### src/rtl/gpb_pkg.sv
`timescale 1ns/1ps
package gpb_pkg;
   localparam int unsigned WORD_W = 32;

   // byte offsets inside the bank window; software depends on them
   localparam logic [11:0] OFS_VAL     = 12'h000;
   localparam logic [11:0] OFS_VAL_OR  = 12'h004;
   localparam logic [11:0] OFS_VAL_CLR = 12'h008;
   localparam logic [11:0] OFS_PULLOFF = 12'h00C;
   localparam logic [11:0] OFS_DIR     = 12'h010;
   localparam logic [11:0] OFS_DIR_OR  = 12'h014;
   localparam logic [11:0] OFS_DIR_CLR = 12'h018;
   localparam logic [11:0] OFS_ALTSEL  = 12'h020;
   localparam logic [11:0] OFS_RISE_EN = 12'h040;
   localparam logic [11:0] OFS_FALL_EN = 12'h044;
   localparam logic [11:0] OFS_PEND    = 12'h048;
   localparam logic [11:0] OFS_ACK     = 12'h04C;
endpackage

### src/rtl/gpb_sync.sv
`timescale 1ns/1ps
module gpb_sync #(
   parameter int unsigned N      = 32,
   parameter int unsigned STAGES = 2
) (
   input  logic         clk,
   input  logic         rst_n,
   input  logic [N-1:0] async_in,
   output logic [N-1:0] sync_out
);
   logic [N-1:0] chain [STAGES];

   genvar s;
   generate
      for (s = 0; s < STAGES; s++) begin : g_stage
         always_ff @(posedge clk or negedge rst_n) begin
            if (!rst_n) chain[s] <= '0;
            else if (s == 0) chain[s] <= async_in;
            else chain[s] <= chain[(s == 0) ? 0 : s-1];
         end
      end
   endgenerate

   assign sync_out = chain[STAGES-1];
endmodule

### src/rtl/gpb_regs.sv
`timescale 1ns/1ps
module gpb_regs
   import gpb_pkg::*;
#(
   parameter int unsigned N      = 32,
   parameter int unsigned ADDR_W = 12
) (
   input  logic              clk,
   input  logic              rst_n,
   input  logic              sel,
   input  logic              wr,
   input  logic [ADDR_W-1:0] addr,
   input  logic [WORD_W-1:0] wdata,
   output logic [WORD_W-1:0] rdata,
   input  logic [N-1:0]      pin_lvl,
   input  logic [N-1:0]      pend,
   output logic [N-1:0]      val_q,
   output logic [N-1:0]      dir_q,
   output logic [N-1:0]      pulloff_q,
   output logic [N-1:0]      alt_q,
   output logic [N-1:0]      rise_en_q,
   output logic [N-1:0]      fall_en_q,
   output logic [N-1:0]      ack
);
   logic [N-1:0] wbits;
   logic [N-1:0] rd_bits;
   logic we, re;

   assign wbits = wdata[N-1:0];
   assign we    = sel & wr;
   assign re    = sel & ~wr;

   function automatic logic at(input logic [ADDR_W-1:0] a, input logic [11:0] ofs);
      return a == ADDR_W'(ofs);
   endfunction

   always_ff @(posedge clk or negedge rst_n) begin
      if (!rst_n) begin
         val_q     <= '0;
         dir_q     <= '0;
         pulloff_q <= '0;
         alt_q     <= '0;
         rise_en_q <= '0;
         fall_en_q <= '0;
      end else if (we) begin
         if (at(addr, OFS_VAL))          val_q <= wbits;
         else if (at(addr, OFS_VAL_OR))  val_q <= val_q | wbits;
         else if (at(addr, OFS_VAL_CLR)) val_q <= val_q & ~wbits;
         if (at(addr, OFS_DIR))          dir_q <= wbits;
         else if (at(addr, OFS_DIR_OR))  dir_q <= dir_q | wbits;
         else if (at(addr, OFS_DIR_CLR)) dir_q <= dir_q & ~wbits;
         if (at(addr, OFS_PULLOFF)) pulloff_q <= wbits;
         if (at(addr, OFS_ALTSEL))  alt_q     <= wbits;
         if (at(addr, OFS_RISE_EN)) rise_en_q <= wbits;
         if (at(addr, OFS_FALL_EN)) fall_en_q <= wbits;
      end
   end

   assign ack = (we && at(addr, OFS_ACK)) ? wbits : '0;

   always_comb begin
      rd_bits = '0;
      if (re) begin
         if (at(addr, OFS_VAL))          rd_bits = (dir_q & val_q) | (~dir_q & pin_lvl);
         else if (at(addr, OFS_PULLOFF)) rd_bits = pulloff_q;
         else if (at(addr, OFS_DIR))     rd_bits = dir_q;
         else if (at(addr, OFS_ALTSEL))  rd_bits = alt_q;
         else if (at(addr, OFS_RISE_EN)) rd_bits = rise_en_q;
         else if (at(addr, OFS_FALL_EN)) rd_bits = fall_en_q;
         else if (at(addr, OFS_PEND))    rd_bits = pend;
      end
   end
   assign rdata = WORD_W'(rd_bits);

   assert_val_or_R2: assert property (@(posedge clk) disable iff (!rst_n)
      (we && at(addr, OFS_VAL_OR)) |=> (val_q == ($past(val_q) | $past(wbits))));
   assert_val_clr_R2: assert property (@(posedge clk) disable iff (!rst_n)
      (we && at(addr, OFS_VAL_CLR)) |=> (val_q == ($past(val_q) & ~$past(wbits))));
   assert_dir_or_R3: assert property (@(posedge clk) disable iff (!rst_n)
      (we && at(addr, OFS_DIR_OR)) |=> (dir_q == ($past(dir_q) | $past(wbits))));
   assert_dir_clr_R3: assert property (@(posedge clk) disable iff (!rst_n)
      (we && at(addr, OFS_DIR_CLR)) |=> (dir_q == ($past(dir_q) & ~$past(wbits))));
endmodule

### src/rtl/gpb_pad.sv
`timescale 1ns/1ps
module gpb_pad #(
   parameter int unsigned N = 32
) (
   input  logic         clk,
   input  logic         rst_n,
   input  logic [N-1:0] val,
   input  logic [N-1:0] dir,
   input  logic [N-1:0] pulloff,
   input  logic [N-1:0] alt,
   input  logic [N-1:0] alt_oe,
   input  logic [N-1:0] alt_out,
   output logic [N-1:0] pad_oe,
   output logic [N-1:0] pad_out,
   output logic [N-1:0] pad_pu,
   output logic [N-1:0] pad_pd
);
   genvar p;
   generate
      for (p = 0; p < N; p++) begin : g_pin
         logic pull_ok;
         assign pull_ok    = ~alt[p] & ~dir[p] & ~pulloff[p];
         assign pad_oe[p]  = alt[p] ? alt_oe[p]  : dir[p];
         assign pad_out[p] = alt[p] ? alt_out[p] : (dir[p] & val[p]);
         assign pad_pu[p]  = pull_ok & val[p];
         assign pad_pd[p]  = pull_ok & ~val[p];
      end
   endgenerate

   assert_pull_excl_R4: assert property (@(posedge clk) disable iff (!rst_n)
      ((pad_pu & pad_pd) == '0) && (((pad_pu | pad_pd) & (dir | alt)) == '0));
endmodule

### src/rtl/gpb_edge_irq.sv
`timescale 1ns/1ps
module gpb_edge_irq #(
   parameter int unsigned N = 32
) (
   input  logic         clk,
   input  logic         rst_n,
   input  logic [N-1:0] lvl,
   input  logic [N-1:0] rise_en,
   input  logic [N-1:0] fall_en,
   input  logic [N-1:0] ack,
   output logic [N-1:0] pend,
   output logic         irq
);
   logic [N-1:0] prev_q, ev;

   always_ff @(posedge clk or negedge rst_n) begin
      if (!rst_n) prev_q <= '0;
      else        prev_q <= lvl;
   end

   assign ev = (lvl & ~prev_q & rise_en) | (~lvl & prev_q & fall_en);

   // a new event outranks a same-cycle acknowledge
   always_ff @(posedge clk or negedge rst_n) begin
      if (!rst_n) pend <= '0;
      else        pend <= (pend & ~ack) | ev;
   end

   assign irq = |pend;

   assert_event_sets_R7: assert property (@(posedge clk) disable iff (!rst_n)
      (|ev) |=> ((pend & $past(ev)) == $past(ev)));
   assert_ack_clears_R8: assert property (@(posedge clk) disable iff (!rst_n)
      (|(ack & ~ev)) |=> ((pend & $past(ack & ~ev)) == '0));
   assert_collision_keeps_R9: assert property (@(posedge clk) disable iff (!rst_n)
      (|(ack & ev)) |=> ((pend & $past(ack & ev)) == $past(ack & ev)));
   assert_irq_cause_R10: assert property (@(posedge clk) disable iff (!rst_n)
      $rose(irq) |-> $past(|ev));
endmodule

### src/rtl/gpio_edge_bank.sv
`timescale 1ns/1ps
module gpio_edge_bank
   import gpb_pkg::*;
#(
   parameter int unsigned NPINS       = 32,
   parameter int unsigned SYNC_STAGES = 2,
   parameter int unsigned ADDR_W      = 12
) (
   input  logic              clk,
   input  logic              rst_n,
   input  logic              bus_sel,
   input  logic              bus_wr,
   input  logic [ADDR_W-1:0] bus_addr,
   input  logic [31:0]       bus_wdata,
   output logic [31:0]       bus_rdata,
   input  logic [NPINS-1:0]  pad_in,
   input  logic [NPINS-1:0]  alt_oe,
   input  logic [NPINS-1:0]  alt_out,
   output logic [NPINS-1:0]  pad_oe,
   output logic [NPINS-1:0]  pad_out,
   output logic [NPINS-1:0]  pad_pu,
   output logic [NPINS-1:0]  pad_pd,
   output logic              irq
);
   generate
      if (NPINS < 1 || NPINS > WORD_W) begin : g_bad_width
         $error("NPINS must lie in 1..32");
      end
      if (SYNC_STAGES < 2) begin : g_bad_sync
         $error("SYNC_STAGES must be at least 2");
      end
      if (ADDR_W < 7 || ADDR_W > 12) begin : g_bad_addr
         $error("ADDR_W must lie in 7..12");
      end
   endgenerate

   logic [NPINS-1:0] lvl, pend, ack;
   logic [NPINS-1:0] val_q, dir_q, pulloff_q, alt_q, rise_en_q, fall_en_q;

   gpb_sync #(.N(NPINS), .STAGES(SYNC_STAGES)) u_sync (
      .clk(clk), .rst_n(rst_n), .async_in(pad_in), .sync_out(lvl));

   gpb_regs #(.N(NPINS), .ADDR_W(ADDR_W)) u_regs (
      .clk(clk), .rst_n(rst_n), .sel(bus_sel), .wr(bus_wr), .addr(bus_addr),
      .wdata(bus_wdata), .rdata(bus_rdata), .pin_lvl(lvl), .pend(pend),
      .val_q(val_q), .dir_q(dir_q), .pulloff_q(pulloff_q), .alt_q(alt_q),
      .rise_en_q(rise_en_q), .fall_en_q(fall_en_q), .ack(ack));

   gpb_pad #(.N(NPINS)) u_pad (
      .clk(clk), .rst_n(rst_n), .val(val_q), .dir(dir_q), .pulloff(pulloff_q),
      .alt(alt_q), .alt_oe(alt_oe), .alt_out(alt_out), .pad_oe(pad_oe),
      .pad_out(pad_out), .pad_pu(pad_pu), .pad_pd(pad_pd));

   gpb_edge_irq #(.N(NPINS)) u_irq (
      .clk(clk), .rst_n(rst_n), .lvl(lvl), .rise_en(rise_en_q),
      .fall_en(fall_en_q), .ack(ack), .pend(pend), .irq(irq));
endmodule

### config.mk
export PLATFORM = sky130hd
export DESIGN_NAME = gpio_edge_bank
export DESIGN_NICKNAME = d
export VERILOG_FILES = /design/src/rtl/gpb_pkg.sv /design/src/rtl/gpb_sync.sv /design/src/rtl/gpb_regs.sv /design/src/rtl/gpb_pad.sv /design/src/rtl/gpb_edge_irq.sv /design/src/rtl/gpio_edge_bank.sv
export SDC_FILE = /design/constraint.sdc
export NUM_CORES = 1
export LEC_CHECK = 0
export BUFFER_PORTS_ARGS = -buffer_cell sky130_fd_sc_hd__buf_2
export CAP_MARGIN = 20
export CORE_ASPECT_RATIO = 1.75
export CORE_UTILIZATION = 55
export CTS_BUF_LIST = sky130_fd_sc_hd__clkbuf_8
export DETAILED_ROUTE_END_ITERATION = 12
export PLACE_DENSITY = 0.85
export SLEW_MARGIN = 20
export SYNTH_ARGS = -nofsm -noshare
export SYNTH_HDL_FRONTEND = slang
export SYNTH_SLANG_ARGS = --single-unit
### constraint.sdc
create_clock -name clk -period 11.3 [get_ports clk]
set_clock_uncertainty 0.15 [all_clocks]
set_input_delay 3.39 -clock clk [delete_from_list [all_inputs] [get_ports clk]]
set_output_delay 3.39 -clock clk [all_outputs]
set_load 0.01 [all_outputs]
==> results.ini <==
[route]
wl_per_cell_um = 22.59
drcViolationCount = 0
drtAntennaViolNets = 0
via_count = 13550
routed_via_density = 6.492
wirelength_mm = 47.15
drtPass1Iterations = 5
drt_iter0_markers = 1371

[synth]
netlist_instances = 1433
synth.area.top_cells = dfrtp_1 (53%), mux2_2 (11%), o21ai_0 (5.4%)
ys.flop_type = dfrtp_1
synth.yosys.warnings = 0
synth_cell_types = 43
netlist_area_sq_um = 15070
synth-seq-area-share = 0.5315
synth_edf_count = 0
synth_seq_cells = 320
synth_top_cell_by_area = dfrtp_1
avgSynthCellArea_sq_um = 10.51
syn_nets = 1577
async_flop_share = 1.000
synth_top_area_frac = 0.5315

[cts]
cts.reportedPaths.clkPinSlew_ns = 0.07
cts_resized = 0
clk_latency_ns = 0.57
postCtsSetupBuffers = 0
ctsHoldBuffers = 0
numCtsBuffers = 43
cts.sinks = 320
clockBufferDepth = 3
cts_tree = built
clock-root-buffer = clkbuf_8
cts_max_level = 2

[placed_design]
hpwl_mm = 30.67
io_buffers = 304
place.gp.congestion = 0.9026

[pwr]
power.internal_w = 0.001648
vdd_drop_max_v = 0.0001190
p_sw_frac = 0.2435
pwr-share-comb = 0.058
total_power_w = 0.002178
p_sw_w = 0.0005303
pwr-share-clk = 0.400
power_density_nw_per_um2 = 122.9
pwr-share-seq = 0.541
leakagePower_nw = 8.268

[global_route]
grt.total_usage = 0.3342
busiest_layer = met2
met1_usage = 0.3928
grt_use_met2 = 0.5620
grt_pass1_vias = 13340
grt_max_degree = 102
grt_pass1_wl_mm = 72.08
use_met3 = 0.05899
overflow = 0
antenna_found_initial = 2

[critical_path]
crit_path_frequent_cell = buf_2
worstSetupStartpointType = primary input
cp_slowest_cell = and3_1
crit_arrival_ns = 6.31
cp.buffers_inverters = 3
cp.required_ns = 7.76
crit_chain = buf_2 > nor4_4 > and3_1 > buf_4 > a221oi_1 > nor3_1 > buf_2
crit_start = bus_addr[3]
crit_family = simple AND/OR/NAND/NOR gates
crit_type = in2out
regToRegStartpoint = u_sync.sync_out[13]$_DFF_PN0_
path_max_fanout = 16
slowest_delay_ns = 0.83
crit_path_end_kind = output pin

[sta]
relSlewSlack = 0.2194
fmax_ghz = 0.1015
period_needed_ns = 9.855
rsz0062_at_grt = false
finalSetupViolCount = 0
final_hold_viol_count = 0
setup_tns_ns = 0
slew_viol_final = 0
period_share = 0.8721
worst_pin_slew_ns = 1.171

[finish]
multiInputGateArea_sq_um = 6559
nNetsFinal = 1838
drive_above_1_share = 0.3287
regArea_sq_um = 8008
fillers = 2075
area_growth_pct = 17.62

[min_path]
worstHoldStart = u_sync.chain[36]$_DFF_PN0_
hold_path.class = reg2reg

[floorplanning]
initial_core_util = 0.5624
chipWidth_um = 127.1
die_area_sq_um = 28080
die_h_um = 220.9
core-area_sq_um = 26790
io_pins = 305
num_rows = 79

[status]
status = complete, no violations

[job]
max_cap_viol_count = 0

==> power groups by stage <==
stage	clock (W)	combinational, W	sequential, W
global route	0.000927	0.000139	0.00118
detailed placement	0	0.000126	0.00120
finish	0.000872	0.000127	0.00118
global placement	0	0.000123	0.00120
CTS	0.000879	0.000126	0.00118
floorplan	0	0.0000518	0.00120
==> final timing paths <==
kind	endpoint	depth (start not counted)	slack, ns
worst max-delay path	bus_rdata[28]	7	1.45
worst min-delay path	u_sync.sync_out[4]$_DFF_PN0_	0	0.19
worst max register to register	u_irq.pend[13]$_DFF_PN0_	3	10.09
worst min register to register	u_sync.sync_out[4]$_DFF_PN0_	0	0.19
max in group asynchronous	u_regs.pulloff_q[21]$_DFFE_PN0P_	2	6.83
min in group asynchronous	async pin	1	2.69
==> cells in the mapped netlist, types with 30 or more instances <==
cell type	n
dfrtp_1	320
a22o_1	66
o22ai_1	58
mux2_2	149
nor3_1	32
clkbuf_1	98
o211ai_1	30
nand3_1	34
o21ai_0	164
a21oi_1	36
inv_1	35
nor4b_1	33
nand2_1	193
nor4_1	43
==> area by class of cell <==
type / count / area share
Clock inverter: 17 / 0.004025
Multi-Input combinational cell: 965 / 0.3701
Timing Repair Buffer: 329 / 0.09723
Tap cell: 364 / 0.02570
Inverter: 35 / 0.007414
Sequential cell: 320 / 0.4519
Antenna cell: 1 / 0.0001412
Clock buffer: 56 / 0.04349
==> cell usage in the layout, fill, tap and decap left out, drive strengths merged, types with 2 or more instances in the layout <==
cell type,netlist,layout
a21boi,2,2
inv,35,46
clkbuf,98,56
o221a,2,2
a211oi,2,2
nor4b,33,33
a311o,2,2
or2,4,4
nor3b,4,4
mux2,157,157
nor2,11,11
nor4,46,46
nor2b,9,9
o21ai,164,164
o221ai,2,2
dfrtp,320,320
a22o,66,66
nand2b,6,6
nor3,32,32
buf,15,329
a221oi,29,29
o22ai,58,58
nand3,34,34
or3,2,2
a22oi,29,29
o211ai,30,30
a21oi,36,36
nand4,3,3
or4,2,2
nand2,193,193
clkinv,0,6
==> layer usage <==
metal	wire length (um)	share of wire
met4	2958	0.063
met5	17	0.00036
met1	16990	0.36
met2	23380	0.50
met3	3793	0.080
==> stage by stage <==
step	area, sq um	hold slack (ns)	utilization	worst slack [ns]	cells
after floorplan	15070	0.1812	-	2.679	1433
after global placement	16870	0.1827	0.6299	1.629	2013
after detailed placement	16870	0.1847	0.6299	1.557	2013
after CTS	17710	0.1973	0.6613	1.566	2086
after global routing	17720	0.2015	0.6615	1.410	2087
final	17720	0.1909	0.6615	1.445	2087
==> logic make-up (layout without fill, tap and decap cells) <==
kind of cell | after synthesis | after routing | share of synthesized area
AOI/OAI and AO/OA | 425 | 425 | 0.1829
and+or+nand+nor | 383 | 383 | 0.1289
DFF | 320 | 320 | 0.5315
muxes | 157 | 157 | 0.1173
buffers and inverters | 148 | 437 | 0.03937
other | 0 | 1 | 0
Power figures use the tool's default switching activity.
